## config.mk

```make
export PLATFORM = sky130hd
export DESIGN_NAME = addr_gen_top
export DESIGN_NICKNAME = d
export VERILOG_FILES = /design/src/rtl/addr_gen_pkg.sv /design/src/rtl/ag_wide_reg.sv /design/src/rtl/ag_stack_ptr.sv /design/src/rtl/ag_addr_mux.sv /design/src/rtl/addr_gen_top.sv
export SDC_FILE = /design/constraint.sdc
export NUM_CORES = 1
export LEC_CHECK = 0
export ABC_AREA = 1
export ABC_CLOCK_PERIOD_IN_PS = 1470
export BUFFER_PORTS_ARGS = -buffer_cell sky130_fd_sc_hd__buf_2
export CORE_MARGIN = 3
export CORE_UTILIZATION = 52
export CTS_BUF_LIST = sky130_fd_sc_hd__clkbuf_16
export CTS_CLUSTER_DIAMETER = 80
export DETAILED_ROUTE_END_ITERATION = 10
export PLACE_DENSITY = 0.76
export SKIP_CTS_REPAIR_TIMING = 1
export SYNTH_ARGS = -nofsm -noshare
export SYNTH_HDL_FRONTEND = slang
export SYNTH_SLANG_ARGS = --single-unit
export TNS_END_PERCENT = 1
```

## constraint.sdc

```tcl
create_clock -name clk -period 1.47 [get_ports clk]
set_input_delay 0.147 -clock clk [delete_from_list [all_inputs] [get_ports clk]]
set_output_delay 0.147 -clock clk [all_outputs]
set_load 0.01 [all_outputs]
```

## src/rtl/addr_gen_pkg.sv

```systemverilog
package addr_gen_pkg;
  typedef enum logic [2:0] {
    SRC_PC    = 3'd0,
    SRC_MAR   = 3'd1,
    SRC_STACK = 3'd2,
    SRC_ZPAGE = 3'd3,
    SRC_VEC   = 3'd4
  } addr_src_e;
endpackage

```

## src/rtl/ag_wide_reg.sv

```systemverilog
// Double-width register built from two half-width halves, each loadable
// from the data byte; an optional full-width increment stays behind loads.
module ag_wide_reg #(
  parameter int HW      = 8,
  parameter bit HAS_INC = 1'b1
) (
  input  logic            clk,
  input  logic            rst,
  input  logic            ld_lo,
  input  logic            ld_hi,
  input  logic            inc,
  input  logic [HW-1:0]   d,
  output logic [2*HW-1:0] q
);
  localparam int FW = 2 * HW;

  logic [FW-1:0] q_r;
  logic [FW-1:0] step;

  generate
    if (HAS_INC) begin : g_inc
      assign step = inc ? q_r + FW'(1) : q_r;
    end else begin : g_hold
      assign step = q_r;
    end
  endgenerate

  always_ff @(posedge clk) begin
    if (rst) begin
      q_r <= '0;
    end else if (ld_lo || ld_hi) begin
      if (ld_lo) q_r[HW-1:0]  <= d;
      if (ld_hi) q_r[FW-1:HW] <= d;
    end else begin
      q_r <= step;
    end
  end

  assign q = q_r;
endmodule

```

## src/rtl/ag_stack_ptr.sv

```systemverilog
// Data-width stack pointer: load, push (down) and pop (up), wrapping.
module ag_stack_ptr #(
  parameter int DW = 8
) (
  input  logic          clk,
  input  logic          rst,
  input  logic          ld,
  input  logic          push,
  input  logic          pop,
  input  logic [DW-1:0] d,
  output logic [DW-1:0] sp
);
  logic [DW-1:0] sp_r;

  always_ff @(posedge clk) begin
    if (rst) begin
      sp_r <= '1;
    end else if (ld) begin
      sp_r <= d;
    end else if (push && !pop) begin
      sp_r <= sp_r - DW'(1);
    end else if (pop && !push) begin
      sp_r <= sp_r + DW'(1);
    end
  end

  assign sp = sp_r;
endmodule

```

## src/rtl/ag_addr_mux.sv

```systemverilog
// Registered selector that forms the bus address from the chosen source.
module ag_addr_mux
  import addr_gen_pkg::*;
#(
  parameter int DW = 8,
  parameter int AW = 16
) (
  input  logic            clk,
  input  logic            rst,
  input  addr_src_e       sel,
  input  logic [2*DW-1:0] pc,
  input  logic [2*DW-1:0] mar,
  input  logic [DW-1:0]   sp,
  input  logic [DW-1:0]   din,
  output logic [AW-1:0]   addr
);
  localparam logic [AW-1:0] STACK_BASE = AW'(1) << DW;
  localparam logic [AW-1:0] VEC_ADDR   = AW'(2) << DW;

  logic [AW-1:0] nxt;
  logic [AW-1:0] addr_r;

  always_comb begin
    unique case (sel)
      SRC_PC:    nxt = AW'(pc);
      SRC_MAR:   nxt = AW'(mar);
      SRC_STACK: nxt = STACK_BASE | AW'(sp);
      SRC_ZPAGE: nxt = AW'(din);
      SRC_VEC:   nxt = VEC_ADDR;
      default:   nxt = '0;
    endcase
  end

  always_ff @(posedge clk) begin
    if (rst) addr_r <= '0;
    else     addr_r <= nxt;
  end

  assign addr = addr_r;
endmodule

```

## src/rtl/addr_gen_top.sv

```systemverilog
module addr_gen_top
  import addr_gen_pkg::*;
#(
  parameter int DW = 8,
  parameter int AW = 16
) (
  input  logic          clk,
  input  logic          rst,
  input  logic [DW-1:0] din,
  input  logic [2:0]    src_sel,
  input  logic          pc_ld_lo,
  input  logic          pc_ld_hi,
  input  logic          pc_inc,
  input  logic          mar_ld_lo,
  input  logic          mar_ld_hi,
  input  logic          sp_ld,
  input  logic          sp_push,
  input  logic          sp_pop,
  output logic [AW-1:0] addr_out
);
  localparam int FW = 2 * DW;

  generate
    if ((DW % 2) != 0 || DW < 8 || AW < DW + 2 || AW > FW) begin : g_bad_cfg
      $error("addr_gen_top: need even DW >= 8 and DW+2 <= AW <= 2*DW");
    end
  endgenerate

  logic [FW-1:0] pc_q;
  logic [FW-1:0] mar_q;
  logic [DW-1:0] sp_q;

  ag_wide_reg #(.HW(DW), .HAS_INC(1'b1)) i_pc (
    .clk(clk), .rst(rst), .ld_lo(pc_ld_lo), .ld_hi(pc_ld_hi),
    .inc(pc_inc), .d(din), .q(pc_q)
  );

  ag_wide_reg #(.HW(DW), .HAS_INC(1'b0)) i_mar (
    .clk(clk), .rst(rst), .ld_lo(mar_ld_lo), .ld_hi(mar_ld_hi),
    .inc(1'b0), .d(din), .q(mar_q)
  );

  ag_stack_ptr #(.DW(DW)) i_sp (
    .clk(clk), .rst(rst), .ld(sp_ld), .push(sp_push), .pop(sp_pop),
    .d(din), .sp(sp_q)
  );

  ag_addr_mux #(.DW(DW), .AW(AW)) i_mux (
    .clk(clk), .rst(rst), .sel(addr_src_e'(src_sel)),
    .pc(pc_q), .mar(mar_q), .sp(sp_q), .din(din), .addr(addr_out)
  );
endmodule

```

Word level (Yosys, flattened, before mapping)
Cells that the tools add are included.
{"block": "op_classes", "order_cmp": 0, "n_mul": 0, "n_addsub": 3, "mux": 8, "bitwise": 0, "div_mod_pow": 0, "reduce_logical": 13, "eq_ne": 6, "shifts": 0}
{"op": "case mux 16 bit (5 select lines)", "n": 1}
{"op": "two-way mux 8 bit", "n": 5}
{"op": "two-way mux 16 bit", "n": 2}
{"op": "adder 16 x 1 -> 16 bit (second input constant)", "n": 1}
{"op": "adder 8 x 1 -> 8 bit (second input constant)", "n": 1}
{"op": "AND reduction 2 bit", "n": 4}
{"op": "subtractor 8 x 1 -> 8 bit (second input constant)", "n": 1}
{"op": "equality test 3 x 2 -> 1 bit (second input constant)", "n": 2}
{"op": "!= test 2 bit (second input constant)", "n": 2}
{"op": "equality test 3 x 1 -> 1 bit (second input constant)", "n": 1}
{"op": "equality test 3 bit (second input constant)", "n": 1}
{"op": "zero test 3 bit", "n": 1}
{"op": "nonzero test 3 bit", "n": 1}
{"op": "logical AND 1 bit", "n": 2}
{"op": "zero test 1 bit", "n": 2}
{"op": "logical OR 1 bit", "n": 2}
{"op": "nonzero test 2 bit", "n": 1}
{"block": "word_totals", "out_inout_bits": 16, "rom_bits": 0, "input_bits": 21, "latch_bits": 0, "mem_count": 0, "register_bits": 56, "ramBits": 0}

Logic depth before layout (Yosys ltp)
Gate-level depths: netlist of the first run.
{"block": "logic_depth", "ltp_word": 5, "depth_mapped": 16}

Hierarchy
Synthesis of the first run repeated with hierarchy kept, for this count alone.
{"block": "unflattened", "hier_cells": 527, "hier_area_um2": 3402.0}
{"mod": "ag_wide_reg at i_pc", "area_each_um2": 1099.8, "instances": 1, "cells_per_inst": 181}
{"mod": "ag_addr_mux", "area_each_um2": 864.6, "instances": 1, "cells_per_inst": 120}
{"mod": "ag_stack_ptr", "area_each_um2": 769.5, "instances": 1, "cells_per_inst": 131}
{"mod": "ag_wide_reg at i_mar", "area_each_um2": 664.4, "instances": 1, "cells_per_inst": 94}
{"mod": "addr_gen_top", "area_each_um2": 3.8, "instances": 1, "cells_per_inst": 1}

Least setup slack after synthesis of the first run
Ideal clock, no wire load.
{"block": "synth_timing", "kind": "flip-flop to flip-flop", "startpoint": "register i_sp.sp_r[1], in the netlist i_sp.sp[1]", "endpoint": "register i_sp.sp_r[4], in the netlist i_sp.sp[4]", "stages_incl_launch_ff": 15, "arrival_ps": 1263, "n_path_buf": 0, "required_ps": 1340, "synth_period_minus_slack_ps": 1394, "slack_ps": 76, "setup_time_ps": 130, "cell_sequence": "dfxtp_1 > nand3_1 > nand2_1 > inv_1 > ha_1 > inv_1 > nand2_1 > inv_1 > nor2_1 > nand2_1 > nand2_1 > nand2_1 > nand3_1 > nand3_1 > nand3_1"}
{"block": "synth_between", "elab_chain_cells": 4, "word_cells_on_any_way": 5, "classes_between": "add/sub: 2; mux: 3"}
{"item": "start: declaration", "line": "ag_stack_ptr.sv:13", "rtl": "logic [DW-1:0] sp_r;"}
{"item": "start signal: assignment", "line": "ag_stack_ptr.sv:21", "rtl": "sp_r <= sp_r - DW'(1);"}
{"item": "start signal: assignment", "line": "ag_stack_ptr.sv:23", "rtl": "sp_r <= sp_r + DW'(1);"}
{"item": "adder 8 x 1 -> 8 bit", "line": "ag_stack_ptr.sv:23"}
{"item": "two-way mux 8 bit", "line": "ag_stack_ptr.sv:22", "rtl": "end else if (pop && !push) begin"}
{"item": "two-way mux 8 bit *", "line": "ag_stack_ptr.sv:20", "rtl": "end else if (push && !pop) begin"}
{"item": "two-way mux 8 bit *", "line": "ag_stack_ptr.sv:18", "rtl": "end else if (ld) begin"}
Every way passes the cells marked *; elsewhere a longest branch is shown, timed or not. The select of a mux whose other input is x is not followed.
A chain may end at the register's enable or synchronous reset.

Worst setup path in the final report of the first run
Same ends and word-level chain as after synthesis.

==> key figures, run 1 <==
Cells and area
  – NumNets Final: 502
  – # fillers: 450
  – Area of the multi-input gates: 1620 um2
  – Fin area: 3550 um2
  – Layout cells sized above 1: 22.5%
  – Most frequent cells in the layout: nand2_1 (71), inv_1 (50), dfxtp_1 (50)
  – P&R area growth vs syn: 20.2%
  – Register area: 1130 um2
  – Commonest non-fill, non-tap cell in the layout: nand2_1
  – Antenna diodes: 0

Clocking
  – Htree depth: 2
  – CTS tree: built
  – Clock Tree Root: clkbuf_16
  – CTS buffer count: 5
  – Clock-pin slew on the worst setup and hold paths: 0.07 ns
  – Max clock buf depth: 2
  – Latest clock arrival within the worst-skew pair: 0.29 ns
  – Clock Sinks: 56

Yosys
  – Number of synthesized flops with an enable pin: 0
  – Async SR Flop Fraction: 0%
  – Post-synthesis cell count: 430
  – Synth warn: 0
  – Avg Inst Size Synth: 6.86 um2
  – Primary FF master, synth: dfxtp_1
  – Post-synthesis cell type count: 39
  – Sequential share of the synthesized area: 38.0%
  – Synth Register Bits: 56
  – Cell area after synthesis: 2950 um2
  – Syn_nets: 453

Global route
  – Initial antenna violation count: 0
  – GRT Total Usage: 27.0%
  – Number of global-route vias before repair: 2908
  – Grt ovf: 0
  – Largest net degree at the start of global routing: 34
  – First-pass GRT wire length: 13800 um

Die
  – Starting Density: 55.7%
  – Die W: 81.3 um
  – Core Region: 5300 um2
  – Row count: 26
  – IO Pins: 37
  – DIE AREA: 6620 um2
  – Die height: 81.3 um

STA
  – Final setup fails: 0
  – RSZ-0062 raised after global routing: true
  – Slew margin rel.: 57.4%
  – Clk_skew: 0.00475 ns
  – Tightest Pin Transition: 0.636 ns
  – Hold Slack: 0.168 ns
  – Max Freq: 685 MHz
  – Period Utilization, post-route: 99.3%
  – Max-slew violations: 0
  – Setup TNS: 0 ns
  – Hold Vio Cnt, Final: 0
  – Final WS setup: 0.0107 ns
  – Tmin final: 1.46 ns

Setup path
  – Critical-path top delay cell: dfxtp_2
  – Worst Path Class, Setup: reg2reg
  – Crit path capture type: flop
  – WP data arrival: 1.64 ns
  – Required @ worst endpoint: 1.65 ns
  – Critical path peak fanout: 3
  – Startpoint types: flop
  – Top cell by count, worst path: nand3_1
  – Buffers & Inverters on Critical Path: 4
  – Worst path max stage delay: 0.36 ns
  – Crit path max-delay family: simple AND/OR/NAND/NOR gates
  – Worst path cell trace: inv_2 -> nand2_2 -> nand2_1 -> inv_1 -> ha_2 -> inv_2 -> nand2_2 -> inv_2 -> nor2_2 -> nand2_1 -> nand3_1 -> nand3_1 -> nand3_1 -> nand3_1

Route
  – Iteration-0 DRC Markers: 353
  – Pre-antenna DRT Iters: 6
  – Final WL: 8620 um
  – Antenna Nets Post-Route: 0
  – Detailed-route via count: 3188
  – Average wire per cell in the routed design: 15.7 um
  – Detailed-route vias per instance: 5.80
  – Residual DRC count: 0

Min path
  – HP Class: in2reg

Place
  – Port Buffers: 36
  – Area after DPL: 3280 um2
  – Pre-CTS setup slack: -0.0670 ns
  – Placed wire-length estimate: 6060 um
  – Placer Congestion: 0.895

Pwr
  – Leakage: 1.65 nW
  – PwrDens: 1070 nW/um2
  – Peak supply drop: 0.000843 V

Status
  – Status: complete, no violations

Job
  – Maxcap violations: 0
cells by family after synthesis:
| logic type | synth area share [%] |
|---|---|
| flops | 38.0 |
| compound gates | 21.6 |
| xor+xnor | 1.78 |
| simple gates | 28.1 |
| buf+inv | 9.62 |
| fa+ha+maj | 0.848 |
where the power goes:
part,total [mW],leakage (nW),switching (mW),internal (mW)
combinational,0.700,1.10,0.445,0.255
sequential,1.72,0.465,0.0897,1.63
clock,1.37,0.0856,0.563,0.805
cells in the mapped netlist (2+ instances only):
library cell  instances  area share, %
nand2_1              77            9.8
dfxtp_1              56             38
inv_1                54            6.9
o21ai_0              47            8.0
nor2_1               43            5.5
nand3_1              40            6.8
a21oi_1              32            5.4
a221oi_1             10            3.0
clkbuf_1              9            1.1
o22ai_1               7            1.5
a31oi_1               6            1.3
xor2_1                5            1.5
inv_2                 4           0.51
nor3_1                4           0.68
nand3_2               3            1.0
nor2_2                3           0.64
a21oi_2               2           0.59
buf_2                 2           0.34
ha_1                  2           0.85
nand2_2               2           0.42
nand4_1               2           0.42
nor2_4                2           0.76
or2_2                 2           0.42
worst register-to-register path: cells and delay by family (launching register included):
| kind | cells | cell delay [ns] |
|---|---|---|
| flops | 1 | 0.36 |
| fa+ha+maj | 1 | 0.16 |
| buf+inv | 4 | 0.18 |
| simple gates | 9 | 0.65 |
cell type report:
class | instances | area share (%)
multi-input cells | 302 | 45.5
flip-flops and latches | 56 | 31.9
repair buffers | 55 | 9.10
inverters | 59 | 6.24
clock buffers | 5 | 3.53
well taps | 70 | 2.47
clock inverters | 3 | 1.20
per-layer routing:
metal / GRT usage (%) / routed length, um / vias to the layer above / part of all wire, %
li1: - / - / 1541 / -
met1: 37.3 / 3660 / 1475 / 42
met2: 43.0 / 4050 / 148 / 47
met3: 3.99 / 705 / 24 / 8.2
met4: 8.78 / 204 / 0 / 2.4
met5: 0 / 0 / - / 0
per-stage QoR:
stage	total power, mW	utilization [%]	std cells
floorplan	2.16	-	430
global placement	2.38	61.9	540
detailed placement	2.40	61.9	540
CTS	3.74	65.1	548
global route	3.95	66.9	550
finish	3.78	66.9	550
worst paths after layout:
| check | end | slack, ns | start | cells after the start |
|---|---|---|---|---|
| max | i_sp.sp[4] | 0.01 | i_sp.sp[1] | 14 |
| min | i_mux.addr[1] | 0.17 | din[1] | 3 |
| max reg2reg | i_sp.sp[4] | 0.01 | i_sp.sp[1] | 14 |
| min reg2reg | i_mux.addr[15] | 0.46 | i_mar.q[15] | 2 |
flip-flops by register name (all words and copies together) (netlist names):
signal      flops
i_mar.q        16
i_pc.q         16
i_sp.sp         8
i_mux.addr     16
Note: power is estimated with default switching activity, not from simulation.
==> run 2, diff against run 1 <==
--- a/config.mk
+++ b/config.mk
@@ -13,7 +13,8 @@
 export CTS_BUF_LIST = sky130_fd_sc_hd__clkbuf_16
 export CTS_CLUSTER_DIAMETER = 80
 export DETAILED_ROUTE_END_ITERATION = 10
-export PLACE_DENSITY = 0.76
+export GPL_TIMING_DRIVEN = 0
+export PLACE_DENSITY = 0.73
 export SKIP_CTS_REPAIR_TIMING = 1
 export SYNTH_ARGS = -nofsm -noshare
 export SYNTH_HDL_FRONTEND = slang
==> key figures, run 2 (synthesized netlist as in run 1, its figures left out) <==
Clocking
  – Clock-pin slew on the worst setup and hold paths: 0.07 ns (about the same)
  – CTS buffer count: 5 (unchanged)
  – CTS tree: built
  – Clock Sinks: 56 (unchanged)
  – Latest clock arrival within the worst-skew pair: 0.30 ns (about the same)
  – Max clock buf depth: 2 (unchanged)
  – Htree depth: 2 (unchanged)
  – Clock Tree Root: clkbuf_16

STA
  – Final setup fails: 2 (+2)
  – Period Utilization, post-route: 105% (+6.1 points)
  – Hold Slack: 0.106 ns (-0.0619 ns)
  – Tmin final: 1.55 ns (+0.0900 ns)
  – Max-slew violations: 0 (unchanged)
  – Clk_skew: 0.00569 ns (+0.000939 ns)
  – Setup TNS: -0.121 ns (-0.121 ns)
  – Hold Vio Cnt, Final: 0 (unchanged)
  – Tightest Pin Transition: 0.594 ns (-0.0420 ns)
  – Slew margin rel.: 60.3% (+2.8 points)
  – Max Freq: 645 MHz (-5.8%)
  – Final WS setup: -0.0793 ns (-0.0900 ns)
  – RSZ-0062 raised after global routing: true

Pwr
  – Combinational share of power: 19.6% (+1.1 points)
  – Switching share of total power: 31.0% (+2.0 points)
  – PwrDens: 1030 nW/um2 (-3.1%)
  – Pwr Total: 3.63 mW (-4.0%)
  – Leakage: 1.60 nW (-3.0%)
  – Power share of the clock group: 33.1% (-3.1 points)
  – Peak supply drop: 0.000729 V (-13%)
  – Internal power: 2.51 mW (-6.7%)
  – Sw power: 1.13 mW (+2.6%)
  – Seq pwr share: 47.3% (+2.0 points)

Die
  – IO Pins: 37 (unchanged)
  – Starting Density: 55.7% (unchanged)
  – Row count: 26 (unchanged)
  – DIE AREA: 6620 um2 (unchanged)
  – Core Region: 5300 um2 (unchanged)
  – Die height: 81.3 um (unchanged)
  – Die W: 81.3 um (unchanged)

Route
  – Detailed-route vias per instance: 5.79 (about the same)
  – Iteration-0 DRC Markers: 309 (-12%)
  – Pre-antenna DRT Iters: 5 (-1)
  – Antenna Nets Post-Route: 0 (unchanged)
  – Residual DRC count: 0 (unchanged)
  – Detailed-route via count: 3157 (-0.97%)
  – Average wire per cell in the routed design: 15.6 um (-0.56%)
  – Final WL: 8490 um (-1.5%)

Setup path
  – Required @ worst endpoint: 1.63 ns (-0.02 ns)
  – Worst Path Class, Setup: reg2reg
  – R2R Path Start: i_sp.sp[1]
  – Reg2reg path depth: 14 (unchanged)
  – Startpoint types: flop
  – Crit path capture type: flop
  – Internal reg-to-reg setup slack: -0.08 ns (-0.09 ns)
  – RR Endpoint: i_sp.sp[4]
  – WP data arrival: 1.71 ns (+0.07 ns)
  – Critical path peak fanout: 4 (+1)

Global route
  – Grt ovf: 0 (unchanged)
  – Initial antenna violation count: 0 (unchanged)
  – First-pass GRT wire length: 13500 um (-2.3%)
  – Largest net degree at the start of global routing: 18 (-47%)
  – GRT Total Usage: 26.7% (-0.34 points)
  – Number of global-route vias before repair: 2781 (-4.4%)

Cells and area
  – Most frequent cells in the layout: nand2_1 (71), inv_1 (51), dfxtp_1 (49)
  – Register area: 1140 um2 (+0.33%)
  – Commonest non-fill, non-tap cell in the layout: nand2_1
  – Layout cells sized above 1: 21.5% (-1.0 points)
  – Area of the multi-input gates: 1670 um2 (+3.2%)
  – # fillers: 480 (+6.7%)
  – P&R area growth vs syn: 19.0%
  – Antenna diodes: 0 (unchanged)
  – NumNets Final: 497 (-1.0%)

Status
  – Status: finished with violations
  – Failing checks: setup timing

Place
  – Placed wire-length estimate: 6130 um (+1.1%)
  – Port Buffers: 35 (-2.8%)
  – Placer Congestion: 0.937 (+4.7%)

Min path
  – Min-delay src: rst
  – Hold path endpoint: i_pc.q[2]
  – HP Class: in2reg
  – Worst Hold Depth: 2 (-1)

Job
  – Maxcap violations: 0 (unchanged)
-- run 2: cell types whose count changed in the layout (fill, tap and decap cells not counted), sizes merged --
cell	delta
buf	-15
bufinv	-1
clkbuf	+10
clkinv	+1
clkinvlp	+1
inv	-1
-- run 2: layer usage --
metal / wire [um] / part of all wire (%) / global-route usage, %
met5: 0 / 0 / 0
met3: 694 / 8.2 / 5.65
met2: 3770 / 44 / 40.9
met1: 3920 / 46 / 38.0
met4: 106 / 1.2 / 6.42
-- run 2: final cells by class --
| class | instances | area share, % |
|---|---|---|
| timing repair buffer | 37 | 5.41 |
| clock inverter | 3 | 0.570 |
| sequential | 56 | 32.4 |
| tap | 70 | 2.49 |
| multi-input combinational | 302 | 47.4 |
| inverter | 59 | 6.37 |
| clock buffer | 5 | 3.56 |
| buffer | 13 | 1.78 |
-- run 2: critical path: stages (launching register included) --
cell,delay (ns)
dfxtp_4,0.39
nand3_4,0.09
nand2_1,0.07
inv_1,0.04
ha_2,0.16
inv_2,0.04
nand2_2,0.05
inv_2,0.08
nor2_4,0.05
nand2_2,0.08
nand2_1,0.05
nand2_1,0.08
nand3_2,0.08
nand3_2,0.10
nand3_2,0.05
-- run 2: worst max-delay path by stage --
| stage | from | cells past startpoint | to | slack (ns) |
|---|---|---|---|---|
| global route | i_sp.sp[1] | 15 | i_sp.sp[6] | -0.19 |
| global placement | sp_pop | 16 | i_sp.sp[4] | -0.23 |
| floorplan | i_sp.sp[1] | 14 | i_sp.sp[4] | 0.08 |
| detailed placement | sp_pop | 16 | i_sp.sp[4] | -0.26 |
| CTS | i_sp.sp[1] | 14 | i_sp.sp[4] | -0.18 |
| finish | i_sp.sp[1] | 14 | i_sp.sp[4] | -0.08 |
-- run 2: stage by stage --
step | utilization [%] | setup WS [ns] | cell area, um2 | std cells
after floorplan | - | 0.0765 | 2950 | 430
after global placement | 60.6 | -0.232 | 3210 | 535
after detailed placement | 60.6 | -0.262 | 3210 | 535
after CTS | 63.4 | -0.178 | 3360 | 543
after global routing | 66.3 | -0.189 | 3510 | 545
final | 66.3 | -0.0793 | 3510 | 545
-- run 2: power groups by stage --
stage               logic (mW)  clock network [mW]  registers (mW)
finish                   0.713                1.20            1.72
global route             0.796                1.28            1.73
floorplan                0.436                   0            1.73
CTS                      0.641                1.21            1.71
detailed placement       0.637                   0            1.74
global placement         0.625                   0            1.74
